### src/rtl/fcmd_pkg.sv
package fcmd_pkg;

    localparam int DATA_W  = 8;
    localparam int SEL_W   = 2;
    localparam int MODE_W  = 2;
    localparam int TAG_W   = 2;
    localparam int MARK_W  = 12;
    localparam int NSLOT   = 1 << SEL_W;
    localparam int FRAME_W = 2 * MARK_W + MODE_W + SEL_W + TAG_W + DATA_W;

    // field offsets inside the received window (bit 0 = last bit received)
    localparam int DATA_LO  = MARK_W;
    localparam int TAG_LO   = DATA_LO + DATA_W;
    localparam int SEL_LO   = TAG_LO + TAG_W;
    localparam int MODE_LO  = SEL_LO + SEL_W;
    localparam int START_LO = MODE_LO + MODE_W;

    localparam logic [MARK_W-1:0] START_MARK = 12'b1000_0000_0001;
    localparam logic [MARK_W-1:0] END_MARK   = 12'b0111_1111_1110;
    localparam logic [TAG_W-1:0]  TAG_MARK   = 2'b10;

    localparam logic [MODE_W-1:0] MODE_READ  = 2'b11;
    localparam logic [MODE_W-1:0] MODE_CFG   = 2'b00;
    localparam logic [SEL_W-1:0]  SEL_SENSE  = 2'b00;

    typedef struct packed {
        logic [MODE_W-1:0] mode;
        logic [SEL_W-1:0]  sel;
        logic [DATA_W-1:0] data;
    } cmd_t;

    typedef enum logic [1:0] {
        ACT_NONE,
        ACT_READ,
        ACT_SENSE,
        ACT_PROG
    } act_e;

    // significant width of each stored parameter slot
    function automatic int slot_len(input logic [SEL_W-1:0] sel);
        case (sel)
            2'b00:   return 3;
            2'b01:   return 7;
            default: return 8;
        endcase
    endfunction

    function automatic logic [DATA_W-1:0] pad_mask(input logic [SEL_W-1:0] sel);
        logic [DATA_W-1:0] m;
        int len;
        len = slot_len(sel);
        for (int i = 0; i < DATA_W; i++) begin
            m[i] = (i < len);
        end
        return m;
    endfunction

    function automatic act_e classify(input cmd_t c);
        if (c.mode == MODE_READ)
            return ACT_READ;
        else if (c.mode == MODE_CFG && c.sel == SEL_SENSE)
            return ACT_SENSE;
        else
            return ACT_PROG;
    endfunction

endpackage

### src/rtl/fcmd_frame_rx.sv
module fcmd_frame_rx
    import fcmd_pkg::*;
(
    input  logic clk,
    input  logic rst,
    input  logic bit_vld,
    input  logic bit_val,
    output logic acc,
    output cmd_t cmd
);

    localparam int FILL_W = $clog2(FRAME_W + 1);
    localparam logic [FILL_W-1:0] FILL_LAST = FILL_W'(FRAME_W - 1);

    logic [FRAME_W-1:0] win;
    logic [FRAME_W-1:0] nxt_win;
    logic [FILL_W-1:0]  fill;
    logic               full;
    logic               marks_ok;

    always_comb begin
        nxt_win  = {win[FRAME_W-2:0], bit_val};
        full     = (fill == FILL_LAST);
        marks_ok = (nxt_win[START_LO +: MARK_W] == START_MARK) &&
                   (nxt_win[TAG_LO   +: TAG_W]  == TAG_MARK)   &&
                   (nxt_win[0        +: MARK_W] == END_MARK);
        acc      = bit_vld && full && marks_ok;
        cmd.mode = nxt_win[MODE_LO +: MODE_W];
        cmd.sel  = nxt_win[SEL_LO  +: SEL_W];
        cmd.data = nxt_win[DATA_LO +: DATA_W];
    end

    // fill counts bits since the last accepted frame, saturating one short
    // of a whole frame so that the next strobe can complete a window
    always_ff @(posedge clk) begin
        if (rst) begin
            win  <= '0;
            fill <= '0;
        end else if (bit_vld) begin
            win <= nxt_win;
            if (acc)
                fill <= '0;
            else if (!full)
                fill <= fill + 1'b1;
        end
    end

    // accepted frames never overlap, so two accepts are never adjacent
    a_r2_no_double_accept: assert property (@(posedge clk) disable iff (rst)
        acc |=> !acc);

endmodule

### src/rtl/fcmd_readback.sv
module fcmd_readback
    import fcmd_pkg::*;
(
    input  logic                      clk,
    input  logic                      rst,
    input  logic                      load,
    input  logic [SEL_W-1:0]          sel,
    input  logic [NSLOT*DATA_W-1:0]   fuse_vals,
    input  logic                      fall_stb,
    output logic                      dout,
    output logic                      oe
);

    localparam int CNT_W = $clog2(DATA_W);
    localparam logic [CNT_W-1:0] CNT_LAST = CNT_W'(DATA_W - 1);

    logic [DATA_W-1:0] slots [NSLOT];
    logic [DATA_W-1:0] sh;
    logic [CNT_W-1:0]  cnt;
    logic              active;

    for (genvar s = 0; s < NSLOT; s++) begin : g_slot
        assign slots[s] = fuse_vals[s*DATA_W +: DATA_W];
    end

    always_ff @(posedge clk) begin
        if (rst) begin
            sh     <= '0;
            cnt    <= '0;
            active <= 1'b0;
        end else if (load) begin
            sh     <= slots[sel] & pad_mask(sel);
            cnt    <= '0;
            active <= 1'b1;
        end else if (active && fall_stb) begin
            sh <= {sh[DATA_W-2:0], 1'b0};
            if (cnt == CNT_LAST)
                active <= 1'b0;
            else
                cnt <= cnt + 1'b1;
        end
    end

    assign dout = active & sh[DATA_W-1];
    assign oe   = active;

    // a load always opens the readback
    a_r4_load_opens: assert property (@(posedge clk) disable iff (rst)
        load |=> oe);

    // a shift pulse before the last one moves the next bit to the pin
    a_r5_shift_next: assert property (@(posedge clk) disable iff (rst)
        (active && fall_stb && !load && cnt != CNT_LAST) |=> (dout == $past(sh[DATA_W-2])));

    // the final pulse closes the readback
    a_r6_last_closes: assert property (@(posedge clk) disable iff (rst)
        (active && fall_stb && !load && cnt == CNT_LAST) |=> (!oe && !dout));

    // idle pulses never reopen the readback
    a_r11_idle_stays: assert property (@(posedge clk) disable iff (rst)
        (!active && !load) |=> !oe);

endmodule

### src/rtl/fcmd_decoder.sv
module fcmd_decoder
    import fcmd_pkg::*;
(
    input  logic                    clk,
    input  logic                    rst,
    input  logic                    bit_vld,
    input  logic                    bit_val,
    input  logic                    fall_stb,
    input  logic [NSLOT*DATA_W-1:0] fuse_vals,
    output logic                    rd_dout,
    output logic                    rd_oe,
    output logic                    sense_low,
    output logic                    prog_vld,
    output logic [MODE_W-1:0]       prog_mode,
    output logic [SEL_W-1:0]        prog_sel,
    output logic [DATA_W-1:0]       prog_data
);

    logic acc;
    cmd_t cmd;
    act_e act;
    logic do_read;
    logic do_sense;
    logic do_prog;

    fcmd_frame_rx u_rx (
        .clk     (clk),
        .rst     (rst),
        .bit_vld (bit_vld),
        .bit_val (bit_val),
        .acc     (acc),
        .cmd     (cmd)
    );

    always_comb begin
        act      = acc ? classify(cmd) : ACT_NONE;
        do_read  = (act == ACT_READ);
        do_sense = (act == ACT_SENSE);
        do_prog  = (act == ACT_PROG);
    end

    fcmd_readback u_rb (
        .clk       (clk),
        .rst       (rst),
        .load      (do_read),
        .sel       (cmd.sel),
        .fuse_vals (fuse_vals),
        .fall_stb  (fall_stb),
        .dout      (rd_dout),
        .oe        (rd_oe)
    );

    always_ff @(posedge clk) begin
        if (rst) begin
            sense_low <= 1'b0;
        end else if (do_sense) begin
            sense_low <= cmd.data[0];
        end
    end

    always_ff @(posedge clk) begin
        if (rst) begin
            prog_vld  <= 1'b0;
            prog_mode <= '0;
            prog_sel  <= '0;
            prog_data <= '0;
        end else begin
            prog_vld <= do_prog;
            if (do_prog) begin
                prog_mode <= cmd.mode;
                prog_sel  <= cmd.sel;
                prog_data <= cmd.data;
            end
        end
    end

    // the sense level moves only on a sense frame
    a_r8_sense_hold: assert property (@(posedge clk) disable iff (rst)
        !do_sense |=> $stable(sense_low));

    // the programming strobe lasts a single cycle
    a_r10_prog_pulse: assert property (@(posedge clk) disable iff (rst)
        prog_vld |=> !prog_vld);

    // without an accepted frame no command output is produced
    a_r3_no_frame_quiet: assert property (@(posedge clk) disable iff (rst)
        !acc |=> !prog_vld);

endmodule

### config.mk
export PLATFORM = sky130hd
export DESIGN_NAME = fcmd_decoder
export DESIGN_NICKNAME = d
export VERILOG_FILES = /design/src/rtl/fcmd_pkg.sv /design/src/rtl/fcmd_frame_rx.sv /design/src/rtl/fcmd_readback.sv /design/src/rtl/fcmd_decoder.sv
export SDC_FILE = /design/constraint.sdc
export NUM_CORES = 1
export LEC_CHECK = 0
export BUFFER_PORTS_ARGS = -buffer_cell sky130_fd_sc_hd__buf_4
export CAP_MARGIN = 15
export CORE_MARGIN = 2
export CORE_UTILIZATION = 35
export DETAILED_ROUTE_END_ITERATION = 8
export GPL_TIMING_DRIVEN = 0
export PLACE_DENSITY = 0.66
export SYNTH_ARGS = -nofsm -noshare
export SYNTH_HDL_FRONTEND = slang
export SYNTH_SLANG_ARGS = --single-unit
export TNS_END_PERCENT = 1
### constraint.sdc
create_clock -name clk -period 3.5 [get_ports clk]
set_clock_uncertainty 0.15 [all_clocks]
set_input_delay 0.175 -clock clk [delete_from_list [all_inputs] [get_ports clk]]
set_output_delay 0.175 -clock clk [all_outputs]
set_load 0.02 [all_outputs]
==> summary.txt, run 1 <==
Cells and area
  • Fin area: approximately 3900 µm²
  • Syn-to-layout area delta: 21.9%
  • Combined flip-flop and latch cell area: 1380 µm²
  • Layout cells sized above 1: 21.2%
  • Multi-input logic area: between 1500 and 2000 µm²
  • Fin util: 44.2%
  • Filler Cell Count: 825
  • Final #Nets: approximately 420
  • Ant. Diodes: 0

Power
  • Clock share of power: 43.2%
  • Gate power share: 5.6%
  • Power Density: between 300 and 400 nW/µm²
  • Flop pwr share: 51.2%
  • Psw: 0.361 mW
  • Switch share: 23.3%
  • P_int: 1.19 mW
  • Leakage: 1.52 nW
  • Maximum VDD drop: about 220 µV
  • Total power: 1.55 mW

Clocking
  • Cts bufs inserted: 9
  • CTS clk-pin slew, worst paths: ~70 ps
  • CTS tree: yes
  • CTS sink cnt: 69
  • Buffer depth of the longest clock path: 2
  • Clock root buffer: clkbuf_8
  • Clk_lat worst skew: about 350 ps
  • H-tree lvl count: 3

Floorplanning
  • Die height: around 100 µm
  • Total Die Area: 9850 µm²
  • Rows: 34
  • Core area: 8760 µm²
  • Die width: 99.3 µm
  • Number of I/O pins: between 50 and 60
  • Starting Density: 36.3%

STA
  • RSZ-0062 raised after global routing: false
  • Final TNS setup: 0 ps
  • Setup Viol. Count Final: 0
  • Worst slew pin tran: approximately 700 ps
  • Part of the cycle the worst path needs: 72.6%
  • Max Fclk: a little under 400 MHz
  • Fin crit period: 2540 ps
  • Slew Limit Fails: 0
  • Slew HR: between 50% and 60%
  • Final worst setup slack: 959 ps
  • Fin. Hold Viols: 0

Synth
  • Main flop type after synthesis: dfxtp_1
  • Mapped cell area: roughly 3200 µm²
  • Syn Nets: 365
  • Post-synth EDFFs: 0
  • Gate Count Post-Synth: 324
  • Sequential share of the synthesized area: 43.5%
  • Flops & latches, synth: 69
  • Synth top area cells: dfxtp_1, mux2i_1, nor2_1
  • Cell taking the most area after synthesis: dfxtp_1
  • Share of the synthesized area in the top cell type: 43.5%
  • Distinct cells, synth: 43
  • Async set-reset flop share out of synthesis: 0%
  • Ys Warns: 0
  • Mapped Avg Cell Area: 9.80 µm²

Status
  • Status: completed

Setup path
  • CP endpoint kind: register
  • Slowest-stage cell, CP: nor4bb_1
  • Startpoint Class: register
  • Crit path cell chain: ha_1, nor4bb_1, nand4_1, nor4_4, mux2_2
  • CP Launch Point: u_rx.fill[0]
  • Maximum net fanout on the critical path: 6
  • Worst Path Required: between 3000 and 4000 ps
  • Worst r2r src: u_rx.fill[0]
  • Crit-path max cell delay: 540 ps
  • Worst endpoint data arrival time: 2630 ps
  • Critical path class: reg2reg

Global route
  • Pin count of the biggest net entering global routing: 14
  • Vias in the first global route: 2,460
  • Initial antenna violation count: 0
  • Gr usage total: 14.1%
  • First-pass GRT wire length: 11,300 µm
  • Grt total ovfl: 0

Route
  • Wire per inst: 13.4 µm
  • Via count: 2,491
  • DRC: 0
  • Final WL: roughly 6600 µm
  • DR pass1 iterations: 4
  • First DRT Iteration DRCs: 112
  • Vias per inst: 5.04
  • Detail Route Antenna Nets: 0

Placement
  • GPL Wtd Cong: 0.791
  • Half-perimeter wire length after detailed placement: 4910 µm
  • Pre-CTS setup slack: 1030 ps
  • DP Area: roughly 3600 µm²
  • IO buf count: 44

Hold path
  • Hold Crit Start: fuse_vals[23]
  • HP Class: in2reg

Job
  • Max-cap viol count: 0
stage by stage:
step / cells / hold slack, ps
detailed placement: 476 / 297
global placement: 476 / 292
floorplan: 324 / 173
global route: 494 / 110
CTS: 494 / 103
finish: 494 / 119
area by class of cell:
class,count,share of cell area [%]
multi-input combinational,230,43.7
clock buffer,10,3.55
tap,108,3.49
inverter,4,0.388
buffer,21,2.23
timing repair buffer,46,9.05
sequential,69,35.7
clock inverter,6,1.87
sequential cells by signal (all words and copies together) (netlist names):
register	cells
prog_data	8
u_rx.fill	6
u_rx.win	37
prog_vld	1
sense_low	1
u_rb.cnt	3
u_rb.oe	1
prog_sel	2
prog_mode	2
u_rb.sh	8
power groups by stage:
stage	clock, mW	combinational, mW	sequential [mW]
finish	0.669	0.0868	0.792
global route	0.721	0.0945	0.793
CTS	0.686	0.0873	0.792
detailed placement	0	0.0852	0.811
global placement	0	0.0845	0.810
floorplan	0	0.0489	0.810
layout by cell type (no fill, tap or decap), types with 5 or more instances in the layout:
| master | synthesis | layout |
|---|---|---|
| a211oi_1 | 5 | 5 |
| a21oi_1 | 13 | 13 |
| buf_4 | 1 | 45 |
| clkbuf_1 | 16 | 16 |
| clkbuf_8 | 0 | 10 |
| dfxtp_1 | 69 | 69 |
| mux2i_1 | 59 | 59 |
| nand2_1 | 9 | 9 |
| nand2b_1 | 24 | 24 |
| nand3_1 | 6 | 6 |
| nand4_1 | 5 | 5 |
| nor2_1 | 44 | 44 |
| nor3_1 | 12 | 12 |
routing by layer:
| layer | track usage (%) | share of wire [%] | vias up |
|---|---|---|---|
| li1 | - | - | 1263 |
| met2 | 22.5 | 47 | 29 |
| met5 | 0 | 0 | - |
| met3 | 3.51 | 3.2 | 11 |
| met4 | 6.64 | 2.0 | 0 |
| met1 | 18.0 | 48 | 1188 |
cells by family after synthesis:
group / Yosys count / share of synthesized area, %
compound gates: 26 / 5.20
flops: 69 / 43.5
fa+ha+maj: 4 / 1.58
buf+inv: 25 / 3.19
simple gates: 129 / 23.0
mux: 66 / 22.1
xor+xnor: 5 / 1.38
cell usage after synthesis, drive strengths merged, types with 2 or more instances:
master   n
dfxtp   69
mux2i   59
nor2    44
nand2b  24
clkbuf  16
a21oi   13
nor3    12
nand2    9
nand3    7
nand4    6
nor4     6
a211oi   5
buf      5
ha       4
inv      4
mux2     4
or3      4
mux4     3
nor4bb   3
or2      3
xnor2    3
nand3b   2
nor2b    2
o21ai    2
o41ai    2
or4      2
xor2     2
critical path: cells and delay by family (launching register included):
kind	cells	cell delay, ps
multiplexers	1	390
flip-flops	1	400
AND/OR/NAND/NOR	3	1300
adder cells (fa/ha/maj)	1	190
path summary, 6_finish.rpt:
path,slack [ps],cells after the start,endpoint
setup / recovery,960,5,u_rb.sh[7]
hold / removal,120,4,u_rb.sh[7]
setup reg to reg,960,5,u_rb.sh[7]
hold reg to reg,330,2,prog_sel[0]
what timing repair did:
| action | 4_1_cts | 5_1_grt |
|---|---|---|
| resized for setup | 0 | 0 |
| buffers inserted | 0 | 0 |
| hold endpoints to repair | 2 | 0 |
| hold buffers | 2 | 0 |
No activity file was read; power rests on OpenSTA's default activity.
==> run 2: changes to the inputs <==
==> constraint.sdc (replaced) <==
create_clock -name clk -period 2.5 [get_ports clk]
set_clock_uncertainty 0.15 [all_clocks]
set_input_delay 0.125 -clock clk [delete_from_list [all_inputs] [get_ports clk]]
set_output_delay 0.125 -clock clk [all_outputs]
set_load 0.02 [all_outputs]
==> run 2 against run 1 <==
Net effect:
- largest power group unchanged
- non-clock buffer count grew 1
- global-route usage is essentially flat
- sequential share of layout area shrank 0.18 points
- worst hold slack lost 53 ps
- setup slack lost 810 ps
- first-iteration DRC count shrank 5.4%
- critical path type is now in2reg
- cell count grew 0.20%
==> summary.txt, run 2 (synthesis results as in run 1) <==
Hold path
  • Hold endpoint: u_rb.sh[7] (unchanged)
  • Hold Crit Start: fuse_vals[23] (unchanged)
  • HP Class: in2reg (unchanged)
  • Hold depth: 4 (unchanged)

Setup path
  • CP Launch Point: bit_val (was u_rx.fill[0])
  • Critical path class: in2reg (was reg2reg)
  • Worst endpoint data arrival time: 2440 ps (was 2630 ps)
  • Slowest-stage cell, CP: dlygate4sd3_1 (was nor4bb_1)
  • CP endpoint kind: register (unchanged)
  • Reg-to-reg slack, setup: 230 ps (was 960 ps)
  • Worst Path Required: 2590 ps (was 3590 ps)
  • Startpoint Class: input pin (was register)
  • Crit-path max cell delay: 540 ps (about the same)
  • Delay-heaviest family, CP: simple AND/OR/NAND/NOR gates (unchanged)
  • CP bufs+invs: 2 (was 0)
  • Reg2reg end: u_rb.sh[4] (was u_rb.sh[7])
  • Crit path cell chain: dlygate4sd3_1, buf_4, nor4bb_1, nand2_1, nor4_4, mux2_2 (was ha_1, nor4bb_1, nand4_1, nor4_4, mux2_2)
  • Worst r2r path cells: 4 (was 5)
  • Worst r2r src: u_rx.win[25] (was u_rx.fill[0])
  • Maximum net fanout on the critical path: 6 (unchanged)

Power
  • Maximum VDD drop: 304 µV (was 218 µV)
  • Power Density: 557 nW/µm² (was 400 nW/µm²)
  • Leakage: 1.52 nW (about the same)

Global route
  • Initial antenna violation count: 0 (unchanged)
  • Pin count of the biggest net entering global routing: 14 (unchanged)
  • Gr usage total: 14.1% (about the same)
  • Grt total ovfl: 0 (unchanged)
  • Vias in the first global route: 2,462 (was 2,460)
  • First-pass GRT wire length: 11,300 µm (about the same)

Route
  • WL met3: 194 µm (was 214 µm)
  • DRC: 0 (unchanged)
  • Final WL: 6570 µm (was 6600 µm)
  • DR WL met2: 3110 µm (was 3100 µm)
  • DRT met1 WL: 3140 µm (was 3150 µm)
  • DR pass1 iterations: 4 (unchanged)
  • Top sig layer: met4 (unchanged)
  • Via count: 2,488 (was 2,491)
  • Detail Route Antenna Nets: 0 (unchanged)
  • Wire per inst: 13.3 µm (was 13.4 µm)
  • Vias per inst: 5.03 (was 5.04)
  • First DRT Iteration DRCs: 106 (was 112)

Status
  • Status: completed (unchanged)

Floorplanning
  • Total Die Area: 9850 µm² (unchanged)
  • Die width: 99.3 µm (unchanged)
  • Die height: 99.3 µm (unchanged)
  • Core area: 8760 µm² (unchanged)
  • Rows: 34 (unchanged)
  • Number of I/O pins: 53 (unchanged)
  • Starting Density: 36.3% (unchanged)

Cells and area
  • Non-Filler Instances: 495 (was 494)
  • Filler Cell Count: 819 (was 825)
  • Layout cells sized above 1: 22.0% (was 21.2%)
  • Fin util: 44.4% (was 44.2%)
  • Multi-input logic area: 1710 µm² (was 1690 µm²)
  • Fin area: 3890 µm² (was 3870 µm²)
  • Max reg flops: 37 (unchanged)
  • Largest regs: u_rx.win (37), prog_data (8), u_rb.sh (8) (unchanged)
  • Ant. Diodes: 0 (unchanged)
  • Most frequent cells in the layout: dfxtp_1, mux2i_1, buf_4 (unchanged)
  • Top reg by flops: u_rx.win (unchanged)
  • Final #Nets: 423 (was 422)
  • Syn-to-layout area delta: 22.5% (was 21.9%)
  • Commonest non-fill, non-tap cell in the layout: dfxtp_1 (unchanged)
  • Combined flip-flop and latch cell area: 1380 µm² (unchanged)

STA
  • Worst slew pin tran: 699 ps (was 698 ps)
  • Fin crit period: 2350 ps
  • Max Fclk: 425 MHz
  • RSZ-0062 raised after global routing: false (unchanged)
  • Final TNS setup: 0 ps (unchanged)
  • Fin. Hold Viols: 0 (unchanged)
  • Slew Limit Fails: 0 (unchanged)
  • Setup Viol. Count Final: 0 (unchanged)
  • Part of the cycle the worst path needs: 94.2%
  • Slew HR: 53.4% (about the same)

Clocking
  • Cts bufs inserted: 9 (unchanged)
  • CTS sink cnt: 69 (unchanged)
  • H-tree lvl count: 3 (unchanged)
  • CTS clk-pin slew, worst paths: 70 ps (about the same)
  • Clk_lat worst skew: 350 ps (about the same)
  • Buffer depth of the longest clock path: 2 (unchanged)
  • Clock root buffer: clkbuf_8 (unchanged)
  • CTS tree: yes (unchanged)

Placement
  • Half-perimeter wire length after detailed placement: 4910 µm (unchanged)
  • GPL Wtd Cong: 0.791 (unchanged)
  • Cells after DPL: 476 (unchanged)
  • IO buf count: 44 (unchanged)
  • DP Area: 3640 µm² (unchanged)

Job
  • Max-cap viol count: 0 (unchanged)
## run 2: worst max-delay path by stage
stage	to	slack (ps)	cells past startpoint
2_1_floorplan	u_rb.sh[7]	420	5
3_3_place_gp	u_rb.sh[7]	110	5
3_5_place_dp	u_rb.sh[7]	30	5
4_1_cts	u_rb.sh[7]	110	5
5_1_grt	u_rb.sh[4]	10	6
6_report	u_rb.sh[4]	150	6
## run 2: where the power goes
group	switching [mW]	total (mW)	internal, mW
sequential	0.00565	1.11	1.10
combinational	0.0565	0.122	0.0651
clock	0.443	0.937	0.494
## run 2: what timing repair did
action	4_1_cts	5_1_grt
hold buffers	2	0
resized for setup	0	2
hold endpoints to repair	3	0
setup endpoints to repair	1	10
pin swaps	1	0
buffers inserted	1	0
## run 2: area by class of cell
class	count	area share (%)
plain buffers	21	2.22
repair buffers	47	9.19
well taps	108	3.47
clock inverters	6	1.86
inverters	4	0.386
flip-flops and latches	69	35.5
multi-input cells	230	43.8
clock buffers	10	3.54
## run 2: metal layers
layer  GRT usage (%)  up-vias
li1                -     1267
met1            18.0     1181
met2            22.6       29
met3            3.51       11
met4            6.64        0
met5               0        -
## run 2: stage by stage
stage	setup slack (ps)	hold slack (ps)	power, mW
6_report	146	66.2	2.17
2_1_floorplan	415	123	1.20
5_1_grt	11.5	60.2	2.25
4_1_cts	110	53.5	2.19
3_3_place_gp	106	242	1.25
3_5_place_dp	29.0	247	1.25
## run 2: worst min-delay path, delay by kind of cell
kind / cells / cell delay (ps)
and+or+nand+nor: 1 / 110
muxes: 2 / 220
buffers and inverters: 1 / 80
